File: src/rtl/tile_latch_mapper.sv
module tile_latch_mapper #(
  parameter int PRG_BANK_BITS = 4,
  parameter int CHR_BANK_BITS = 5
) (
  input  logic                      clk,
  input  logic                      rst_n,
  input  logic                      cpu_we,
  input  logic [15:0]               cpu_addr,
  input  logic [7:0]                cpu_data,
  input  logic                      ppu_rd,
  input  logic [13:0]               ppu_addr,
  output logic [PRG_BANK_BITS+12:0] prg_rom_addr,
  output logic [CHR_BANK_BITS+11:0] chr_rom_addr,
  output logic                      mirror_horiz,
  output logic                      nt_page
);
  localparam int PB = PRG_BANK_BITS;
  localparam int CB = CHR_BANK_BITS;
  localparam logic [PB-1:0] LAST = PB'((1 << PB) - 1);
  localparam logic [7:0] TILE_FD = 8'hFD;
  localparam logic [7:0] TILE_FE = 8'hFE;

  logic [3:0]    prg_sel;
  logic [CB-1:0] lo_fd, lo_fe, hi_fd, hi_fe;
  logic          lo_is_fe, hi_is_fe;

  wire [3:0] wsel = cpu_addr[15:12];
  wire [7:0] tile = ppu_addr[11:4];
  wire       hit_fd = ppu_rd && tile == TILE_FD;
  wire       hit_fe = ppu_rd && tile == TILE_FE;

  always_ff @(posedge clk) begin
    if (!rst_n) begin
      prg_sel      <= '0;
      lo_fd        <= '0;
      lo_fe        <= '0;
      hi_fd        <= '0;
      hi_fe        <= '0;
      mirror_horiz <= 1'b0;
    end else if (cpu_we) begin
      case (wsel)
        4'hA: prg_sel      <= cpu_data[3:0];
        4'hB: lo_fd        <= cpu_data[CB-1:0];
        4'hC: lo_fe        <= cpu_data[CB-1:0];
        4'hD: hi_fd        <= cpu_data[CB-1:0];
        4'hE: hi_fe        <= cpu_data[CB-1:0];
        4'hF: mirror_horiz <= cpu_data[0];
        default: ;
      endcase
    end
  end

  always_ff @(posedge clk) begin
    if (!rst_n) begin
      lo_is_fe <= 1'b1;
      hi_is_fe <= 1'b1;
    end else if (hit_fd || hit_fe) begin
      if (ppu_addr[12]) hi_is_fe <= hit_fe;
      else              lo_is_fe <= hit_fe;
    end
  end

  logic [PB-1:0] prg_bank;
  always_comb begin
    case (cpu_addr[14:13])
      2'd0:    prg_bank = PB'(prg_sel);
      2'd1:    prg_bank = LAST - PB'(2);
      2'd2:    prg_bank = LAST - PB'(1);
      default: prg_bank = LAST;
    endcase
  end
  assign prg_rom_addr = {prg_bank, cpu_addr[12:0]};

  wire [CB-1:0] lo_bank = lo_is_fe ? lo_fe : lo_fd;
  wire [CB-1:0] hi_bank = hi_is_fe ? hi_fe : hi_fd;
  assign chr_rom_addr = {ppu_addr[12] ? hi_bank : lo_bank, ppu_addr[11:0]};
  assign nt_page = mirror_horiz ? ppu_addr[11] : ppu_addr[10];


  reset_latch_chk: assert property (@(posedge clk) disable iff (!rst_n)
    $past(!rst_n) |-> (lo_is_fe && hi_is_fe && prg_sel == 4'd0 && !mirror_horiz));

  prg_write_chk: assert property (@(posedge clk) disable iff (!rst_n)
    (cpu_we && wsel == 4'hA) |=> prg_sel == $past(cpu_data[3:0]));

  last_bank_chk: assert property (@(posedge clk) disable iff (!rst_n)
    (cpu_addr[15:13] == 3'b111) |-> prg_rom_addr[PB+12:13] == LAST);

  lo_fe_write_chk: assert property (@(posedge clk) disable iff (!rst_n)
    (cpu_we && wsel == 4'hC) |=> lo_fe == $past(cpu_data[CB-1:0]));

  fd_flip_chk: assert property (@(posedge clk) disable iff (!rst_n)
    (hit_fd && !ppu_addr[12]) |=> !lo_is_fe);

  latch_idle_chk: assert property (@(posedge clk) disable iff (!rst_n)
    (!ppu_rd) |=> ($stable(lo_is_fe) && $stable(hi_is_fe)));

  mirror_write_chk: assert property (@(posedge clk) disable iff (!rst_n)
    (cpu_we && wsel == 4'hF) |=> mirror_horiz == $past(cpu_data[0]));

  low_write_chk: assert property (@(posedge clk) disable iff (!rst_n)
    (cpu_we && !cpu_addr[15]) |=> ($stable(prg_sel) && $stable(lo_fd) && $stable(hi_fe)));
endmodule

File: config.mk
export PLATFORM = sky130hd
export DESIGN_NAME = tile_latch_mapper
export DESIGN_NICKNAME = d
export VERILOG_FILES = /design/src/rtl/tile_latch_mapper.sv
export SDC_FILE = /design/constraint.sdc
export NUM_CORES = 1
export LEC_CHECK = 0
export BUFFER_PORTS_ARGS = -buffer_cell sky130_fd_sc_hd__buf_4
export CORE_ASPECT_RATIO = 1.4
export CORE_MARGIN = 10
export CORE_UTILIZATION = 49
export DETAILED_ROUTE_END_ITERATION = 8
export PLACE_DENSITY = 0.9
export RECOVER_POWER = 25
export SLEW_MARGIN = 0
export SYNTH_ARGS = -nofsm -noshare
export SYNTH_HDL_FRONTEND = slang
export SYNTH_SLANG_ARGS = --single-unit
File: constraint.sdc
create_clock -name clk -period 1.5 [get_ports clk]
set_input_delay 0.075 -clock clk [delete_from_list [all_inputs] [get_ports clk]]
set_output_delay 0.075 -clock clk [all_outputs]
set_load 0.05 [all_outputs]
==> results.yml, run 1 <==
status:
  status: "complete, no violations"
power_and_ir_drop:
  p_per_area_nw_per_um2: 866
  p_total_mw: 1.48
  vdd_ir_drop_max_v: 0.000660
  cellLeakagePower_nw: 0.667
drt:
  wl_per_cell_microns: 15.8
  ant_nets: 0
  firstDrtPassIters: 4
  viasPerCell: 5.86
  vias: 1412
  drt_iter0_markers: 99
  drt-total-wl_microns: 3800
  drc: 0
clock_network:
  clkSinkCount: 27
  cts-root-buf: "clkbuf_8"
  clk_latency_ps: 280
  cts_resized: 0
  clk_pin_slew_ps: 90
  ctsHoldBuffers: 0
  cts_tree: "yes"
  cts.path.max_buffers: 2
  cts_inserted_buffers: 3
  h-tree-depth: 1
  cts_setup_buffers: 0
critical_path:
  worstPathMaxFanout: 12
  arrival_ps: 1280
  r2r-end: "lo_is_fe"
  reg2reg_slack_ps: 740
  required_ps: 1420
  r2r_start: "lo_is_fe"
  rr_worst_depth: 2
  critPathKind: "flop to output port"
  start_kind: "flop"
  end_kind: "output port"
global_routing:
  use_met2_pct: 20.5
  grt_overflow: 0
  grt_pass1_vias: 1391
  busiest_layer: "met2"
  grt_use_met1_pct: 16.2
  gr-usage-met3_pct: 3.49
  grt_max_degree: 26
  grt_pass1_wl_microns: 6290
  antenna_found_initial: 0
  grt_usage_pct: 13.2
logic_synthesis:
  synth-edff-count: 0
  syn_area_sq_um: 1560
  syn-num-nets: 236
  synthTopCellsByCount: "a21oi_1, buf_4, dfxtp_1, nand3_1, o21ai_0"
  syn_area_per_cell_sq_um: 8.12
  synth_seq_cells: 27
  syn_inst: 192
  synth-main-ff-cell: "dfxtp_1"
  yosysMostFrequentCell: "a21oi_1"
  ys_seq_area_share_pct: 34.7
  synth_area_leader_cell: "dfxtp_1"
  synth-async-reset-ratio_pct: 0
  synth_area_leaders: "dfxtp_1, buf_4, a21oi_1"
  yosys_warnings: 0
  synth.distinct_cells: 29
  synth_top_area_share_pct: 34.7
hold_path:
  hold_path_end: "lo_is_fe"
  worstHoldPathCells: 2
  holdCritPathClass: "input port to flop"
  holdCritStartpoint: "ppu_addr[4]"
finish:
  fillers: 305
  multiInputGateArea_sq_um: 732
  stdcell_area_sq_um: 1710
  final_util_pct: 55.4
  synthToLayoutAreaGrowth_pct: 9.95
  drive_above_1_share_pct: 24.3
  antenna_cells: 0
  num-nets-final: 247
  seqCellArea_sq_um: 543
sta:
  timing.hold.ws_ps: 32.0
  tightest_slew_ps: 411
  slew_viol_final: 0
  timing.fmax_mhz: 736
  period_share_pct: 90.5
  final.min_clock_period_ps: 1360
  hold_viol: 0
  setup_viol: 0
  rsz0062_at_grt: "no"
  skew_ps: 0
  tns_ps: 0
  relSlewSlack_pct: 72.6
floorplan:
  ios: 78
  coreArea_sq_um: 3090
  die_h_microns: 86.7
  start_util_pct: 50.4
  die_area_sq_um: 5870
  rows: 24
  die_w_microns: 67.7
run:
  max-cap-violations: 0
placement:
  placed_cell_area_sq_um: 1670
  place.gp.congestion: 0.836
  port_buffers: 41
  place_hpwl_microns: 2830
## worst max-delay path, stage by stage (launching register included)
cell      delay (ps)
dfxtp_2          460
nor2b_1           80
a211oi_1         190
a21oi_1           80
buf_4            200
## layer usage
| metal | vias to the layer above | part of all wire (%) |
|---|---|---|
| li1 | 695 | - |
| met1 | 643 | 41 |
| met2 | 65 | 47 |
| met3 | 9 | 10 |
| met4 | 0 | 2.4 |
| met5 | - | 0 |
## power breakdown
group	leakage (nW)	internal, mW	switching [mW]
Clock	0.0228	0.191	0.221
Combinational	0.427	0.113	0.231
Sequential	0.217	0.724	0.00408
Total	0.667	1.03	0.456
## worst max-delay path by stage
| stage | start | to | slack [ps] | depth (start not counted) |
|---|---|---|---|---|
| finish | lo_is_fe | chr_rom_addr[13] | 140 | 4 |
| CTS | lo_is_fe | chr_rom_addr[13] | 10 | 4 |
| floorplan | lo_is_fe | chr_rom_addr[13] | 50 | 4 |
| global route | lo_is_fe | chr_rom_addr[12] | 20 | 4 |
| global placement | lo_is_fe | chr_rom_addr[12] | 350 | 4 |
| detailed placement | cpu_addr[13] | prg_rom_addr[14] | 330 | 4 |
## through the flow
step,setup WS [ps],instances
final,142,241
after global routing,16.1,241
after CTS,10.3,241
after detailed placement,333,237
after global placement,355,237
after floorplan,45.8,192
## sequential cells by signal, summed over array words and instances (netlist names)
register and flops:
prg_sel 4, hi_is_fe 1, hi_fe 5, hi_fd 5
mirror_horiz 1, lo_fd 5, lo_fe 5, lo_is_fe 1
## cell usage in the layout, fill, tap and decap left out
master	count
buf_4	43
a21oi_1	32
nand3_1	26
o21ai_0	25
dfxtp_1	25
nor2b_1	6
inv_1	5
mux2i_1	5
a211oi_1	5
nand4_1	3
clkbuf_8	3
a211o_1	2
a311o_1	2
nand2b_1	2
o31ai_1	2
o311ai_1	2
ha_1	2
dfxtp_2	2
and2b_1	1
mux2_2	1
and4_1	1
clkinv_1	1
and3b_1	1
nand3b_1	1
and3_1	1
or2_0	1
nand4b_1	1
clkbuf_1	1
## cell families after synthesis
logic type / Yosys count / share of synthesized area (%)
AO/OA/AOI/OAI: 70 / 25.2
adder cells (fa/ha/maj): 2 / 1.60
buffers and inverters: 43 / 18.4
flip-flops: 27 / 34.7
multiplexers: 6 / 3.93
AND/OR/NAND/NOR: 44 / 16.2
## cell type report
class	count	share of cell area (%)
Clock buffer	4	2.63
Inverter	6	1.31
Multi-Input combinational cell	122	42.7
Sequential cell	27	31.7
Tap cell	39	2.85
Timing Repair Buffer	43	18.8
Note: power is estimated with default switching activity, not from simulation.
==> run 2: changes to the inputs <==
Settings changed: ABC_AREA from default to 1, CORE_UTILIZATION 49 to 45, PLACE_DENSITY 0.9 to 0.84.
==> run 2 against run 1 <==
Effect of this change:
- via count down 1.7%
- highest routed layer unchanged
- first-iteration DRC count is 22% lower
- critical endpoint is now chr_rom_addr[15]
- clock-buffer cell count down 1
- core utilization decreased by 0.98 points
- sequential power rose by 1%
- maximum frequency increased by 1.3%
- register-to-register slack better by 100 ps
- design area grew 1.1%
- setup slack better by 18 ps
- clock power barely moved
- largest cell class unchanged
- final cell count is 17% higher
==> results.yml, run 2 <==
drt:
  vias: 1388
  viasPerCell: 4.94
  drc: 0
  drt-total-wl_microns: 3510
  drt_iter0_markers: 77
  ant_nets: 0
  wl_per_cell_microns: 12.5
  firstDrtPassIters: 4
finish:
  fillers: 326
  final_util_pct: 54.4
  layout_common_cells: "nor2_1, buf_4, nand2_1"
  antenna_cells: 0
  layout_commonest_cell: "nor2_1"
  drive_above_1_share_pct: 23.6
  synthToLayoutAreaGrowth_pct: 13.7
  num-nets-final: 287
hold_path:
  holdCritStartpoint: "cpu_data[4]"
  worstHoldPathCells: 3
  hold_path_end: "hi_fd[4]"
  holdCritPathClass: "input port to flop"
power_and_ir_drop:
  cellLeakagePower_nw: 0.844
  p_sw_mw: 0.440
  p_per_area_nw_per_um2: 843
  internal_power_mw: 1.02
  p_clk_share_pct: 28.4
  p_seq_share_pct: 50.4
  pwr-share-comb_pct: 21.2
  vdd_ir_drop_max_v: 0.000511
  p_total_mw: 1.46
  swShare_pct: 30.1
logic_synthesis:
  synth-async-reset-ratio_pct: 0
  synthTopCellsByCount: "nor2_1, nand2_1, o21ai_0, dfxtp_1, buf_4"
  synth-edff-count: 0
  synth-main-ff-cell: "dfxtp_1"
  syn_area_sq_um: 1520
  syn_area_per_cell_sq_um: 6.77
  synth_seq_cells: 27
  synth_area_leader_cell: "dfxtp_1"
  synth_area_leaders: "dfxtp_1, buf_4, nor2_1"
  synth.distinct_cells: 21
  syn-num-nets: 269
  ys_seq_area_share_pct: 35.5
  yosysMostFrequentCell: "nor2_1"
  yosys_warnings: 0
  synth_top_area_share_pct: 35.5
  syn_inst: 225
clock_network:
  cts-root-buf: "clkbuf_8"
  ctsHoldBuffers: 0
  clk_pin_slew_ps: 90
  cts_inserted_buffers: 3
  clk_latency_ps: 270
  h-tree-depth: 1
  cts_tree: "yes"
  clkSinkCount: 27
  cts.path.max_buffers: 2
sta:
  relSlewSlack_pct: 79.1
  fin_ws_ps: 160
  timing.hold.ws_ps: 59.5
  period_share_pct: 89.3
  timing.fmax_mhz: 746
  final.min_clock_period_ps: 1340
  tns_ps: 0
  slew_viol_final: 0
  tightest_slew_ps: 313
  hold_viol: 0
  skew_ps: 0
  setup_viol: 0
  rsz0062_at_grt: "no"
placement:
  port_buffers: 41
  place.gp.congestion: 0.772
  place_hpwl_microns: 2790
  dp_worst_setup_slack_ps: 289
floorplan:
  die_h_microns: 88.9
  start_util_pct: 47.9
  rows: 24
  die_w_microns: 69.2
  ios: 78
  coreArea_sq_um: 3180
  die_area_sq_um: 6150
critical_path:
  crit_family: "flip-flops"
  cp.buffers_inverters: 2
  rr_worst_depth: 2
  required_ps: 1420
  start_kind: "flop"
  critPathKind: "flop to output port"
  worstPathMaxFanout: 7
  r2r_start: "mirror_horiz"
  r2r-end: "mirror_horiz"
  end_kind: "output port"
  critPathLaunch: "lo_is_fe"
  worst_path_max_delay_cell: "dfxtp_2"
  arrival_ps: 1260
  critical_path.max_stage_delay_ps: 400
  path_cells: "inv_1, o21ai_0, o21ai_1, buf_4"
  reg2reg_slack_ps: 840
  critical_path_depth: 4
global_routing:
  grt_usage_pct: 11.5
  grt_pass1_wl_microns: 5950
  antenna_found_initial: 0
  grt_overflow: 0
  grt_pass1_vias: 1345
  grt_max_degree: 21
run:
  max-cap-violations: 0
status:
  status: "complete, no violations"
-- run 2: routing by layer --
metal	share of wire, %	global-route usage (%)	vias to the layer above
li1	-	-	727
met1	39	11.3	619
met2	54	21.7	38
met3	6.1	2.58	4
met4	1.4	6.97	0
met5	0	0	-
-- run 2: metrics by stage --
step,instances,instance area [sq um]
after floorplan,225,1520
after global placement,277,1680
after detailed placement,277,1680
after CTS,281,1730
after global routing,281,1730
final,281,1730
-- run 2: worst max-delay path by stage --
| stage | to |
|---|---|
| 5_1_grt | chr_rom_addr[14] |
| 6_report | chr_rom_addr[15] |
| 3_5_place_dp | chr_rom_addr[13] |
| 2_1_floorplan | chr_rom_addr[12] |
| 3_3_place_gp | chr_rom_addr[13] |
| 4_1_cts | chr_rom_addr[15] |
-- run 2: cell type report --
class                   instances  area [sq um]  area share (%)
clock inverters                 1          5.00           0.289
multi-input cells             147           693            40.0
repair buffers                 41           312            18.0
inverters                      23          90.1            5.20
well taps                      39          48.8            2.82
clock buffers                   3          41.3            2.38
flip-flops and latches         27           543            31.3
-- run 2: logic make-up after synthesis --
group | share of synthesized area (%)
compound gates | 15.8
fa+ha+maj | 1.64
buf+inv | 19.0
flops | 35.5
mux | 0.739
simple gates | 27.3
-- run 2: worst register-to-register path: cells and delay by family, from the launching register on --
kind            cells  cell delay [ps]
compound gates      2              230
flops               1              380
-- run 2: timing repair --
action,CTS,global route
setup buffers,0,0
resized for setup,1,4
endpoints found under the setup margin,1,4
endpoints found under the hold margin,0,0
-- run 2: power by group through the flow --
stage               Clock [mW]  Sequential [mW]  Combinational, mW
floorplan                    0            0.752              0.323
global placement             0            0.752              0.308
detailed placement           0            0.753              0.312
CTS                      0.425            0.736              0.312
global route             0.446            0.737              0.339
finish                   0.415            0.736              0.310
==> run 3: changes to the inputs <==
Settings changed: PLACE_DENSITY 0.84 to 0.79.
==> run 3 against run 2 <==
Effect of this change:
- setup slack worse by 12 ps
- hold slack better by 8.7 ps
- final cell count up 0.36%
- first-iteration DRC count up 2.6%
- combinational power about the same
- clock skew unchanged
- design area up 0.65%
- sequential share of layout area down 0.35 points
- power up 0.24%
- non-clock buffer count up 1
- routed wire length down 1.1%
- largest power group unchanged
==> results.yml, run 3 (synthesis results as in run 2) <==
sta:
  slew_viol_final: 0
  skew_ps: 0
  period_share_pct: 90.1
  setup_viol: 0
  relSlewSlack_pct: 79.9
  fin_ws_ps: 148
  final.min_clock_period_ps: 1350
  timing.fmax_mhz: 740
  tns_ps: 0
  hold_viol: 0
  timing.hold.ws_ps: 68.2
  tightest_slew_ps: 301
  rsz0062_at_grt: "no"
critical_path:
  arrival_ps: 1280
  critPathKind: "flop to output port"
  end_kind: "output port"
  worstPathMaxFanout: 10
  worst_path_max_delay_cell: "dfxtp_1"
  cp.buffers_inverters: 2
  start_kind: "flop"
  crit_family: "flip-flops"
  required_ps: 1420
  path_cells: "inv_4, a21oi_1, o21ai_0, o21ai_1, buf_6"
  critical_path.max_stage_delay_ps: 400
placement:
  port_buffers: 41
  dp_worst_setup_slack_ps: 292
  place.gp.congestion: 0.801
  place_hpwl_microns: 2750
power_and_ir_drop:
  cellLeakagePower_nw: 0.846
  vdd_ir_drop_max_v: 0.000608
  p_per_area_nw_per_um2: 840
  p_total_mw: 1.46
hold_path:
  holdCritPathClass: "input port to flop"
finish:
  drive_above_1_share_pct: 23.0
  fillers: 342
  layout_commonest_cell: "nor2_1"
  num-nets-final: 288
  multiInputGateArea_sq_um: 693
  seqCellArea_sq_um: 541
  final_util_pct: 54.8
  synthToLayoutAreaGrowth_pct: 14.4
  antenna_cells: 0
  layout_common_cells: "nor2_1, buf_4, nand2_1"
drt:
  drt_iter0_markers: 79
  wl_per_cell_microns: 12.3
  viasPerCell: 4.89
  ant_nets: 0
  firstDrtPassIters: 6
  drt-total-wl_microns: 3470
  vias: 1379
  drc: 0
clock_network:
  h-tree-depth: 1
  cts_tree: "yes"
  clkSinkCount: 27
  cts.path.max_buffers: 2
  clk_latency_ps: 270
  cts-root-buf: "clkbuf_8"
  cts_setup_buffers: 0
  cts_inserted_buffers: 3
  clk_pin_slew_ps: 90
global_routing:
  grt_pass1_vias: 1432
  grt_usage_pct: 11.9
  grt_max_degree: 21
  grt_pass1_wl_microns: 6190
  grt_overflow: 0
  antenna_found_initial: 0
floorplan:
  die_area_sq_um: 6150
  die_h_microns: 88.9
  ios: 78
  rows: 24
  die_w_microns: 69.2
  start_util_pct: 47.9
  coreArea_sq_um: 3180
status:
  status: "complete, no violations"
run:
  max-cap-violations: 0
## run 3: changes by cell type in the layout (fill, tap and decap cells not counted), sizes merged
| cell | delta |
|---|---|
| clkinvlp | +1 |
| clkinv | -1 |
| buf | +1 |
## run 3: path summary, 6_finish.rpt
kind / cells after the start / end / from / slack, ps
setup / recovery: 5 / chr_rom_addr[13] / hi_is_fe / 150
hold / removal: 4 / hi_is_fe / ppu_addr[12] / 70
setup reg to reg: 2 / mirror_horiz / mirror_horiz / 830
hold reg to reg: 2 / lo_fe[4] / lo_fe[4] / 480
## run 3: routing by layer
metal / vias to the layer above / track usage (%) / routed length (microns)
li1: 730 / - / -
met4: 0 / 6.42 / 46
met2: 36 / 21.2 / 1720
met1: 608 / 12.3 / 1460
met5: - / 0 / 0
met3: 5 / 3.48 / 246
## run 3: repair_timing
item | in CTS | in global routing
pin swaps | 0 | 0
resized for setup | 1 | 3
setup endpoints to repair | 1 | 4
hold buffers | 0 | 0
## run 3: tightest hold or removal path: cells and delay by family
kind                   cells  cell delay (ps)
buffers and inverters      1               90
and+or+nand+nor            3              140
## run 3: cell type report
type / instances / share of cell area, %
clock buffer: 3 / 2.37
clock inverter: 1 / 0.430
inverter: 23 / 5.17
multi-input combinational: 147 / 39.7
sequential: 27 / 31.0
tap: 39 / 2.80
timing repair buffer: 42 / 18.5
## run 3: power breakdown
group	total, mW	switching [mW]	internal (mW)
clock	0.417	0.229	0.188
sequential	0.736	0.00607	0.730
combinational	0.311	0.206	0.105
total	1.46	0.441	1.02
## run 3: through the flow
stage	cells	instance area, sq um
final	282	1740
after floorplan	225	1520
after global routing	282	1740
after CTS	282	1740
after detailed placement	278	1690
after global placement	278	1690
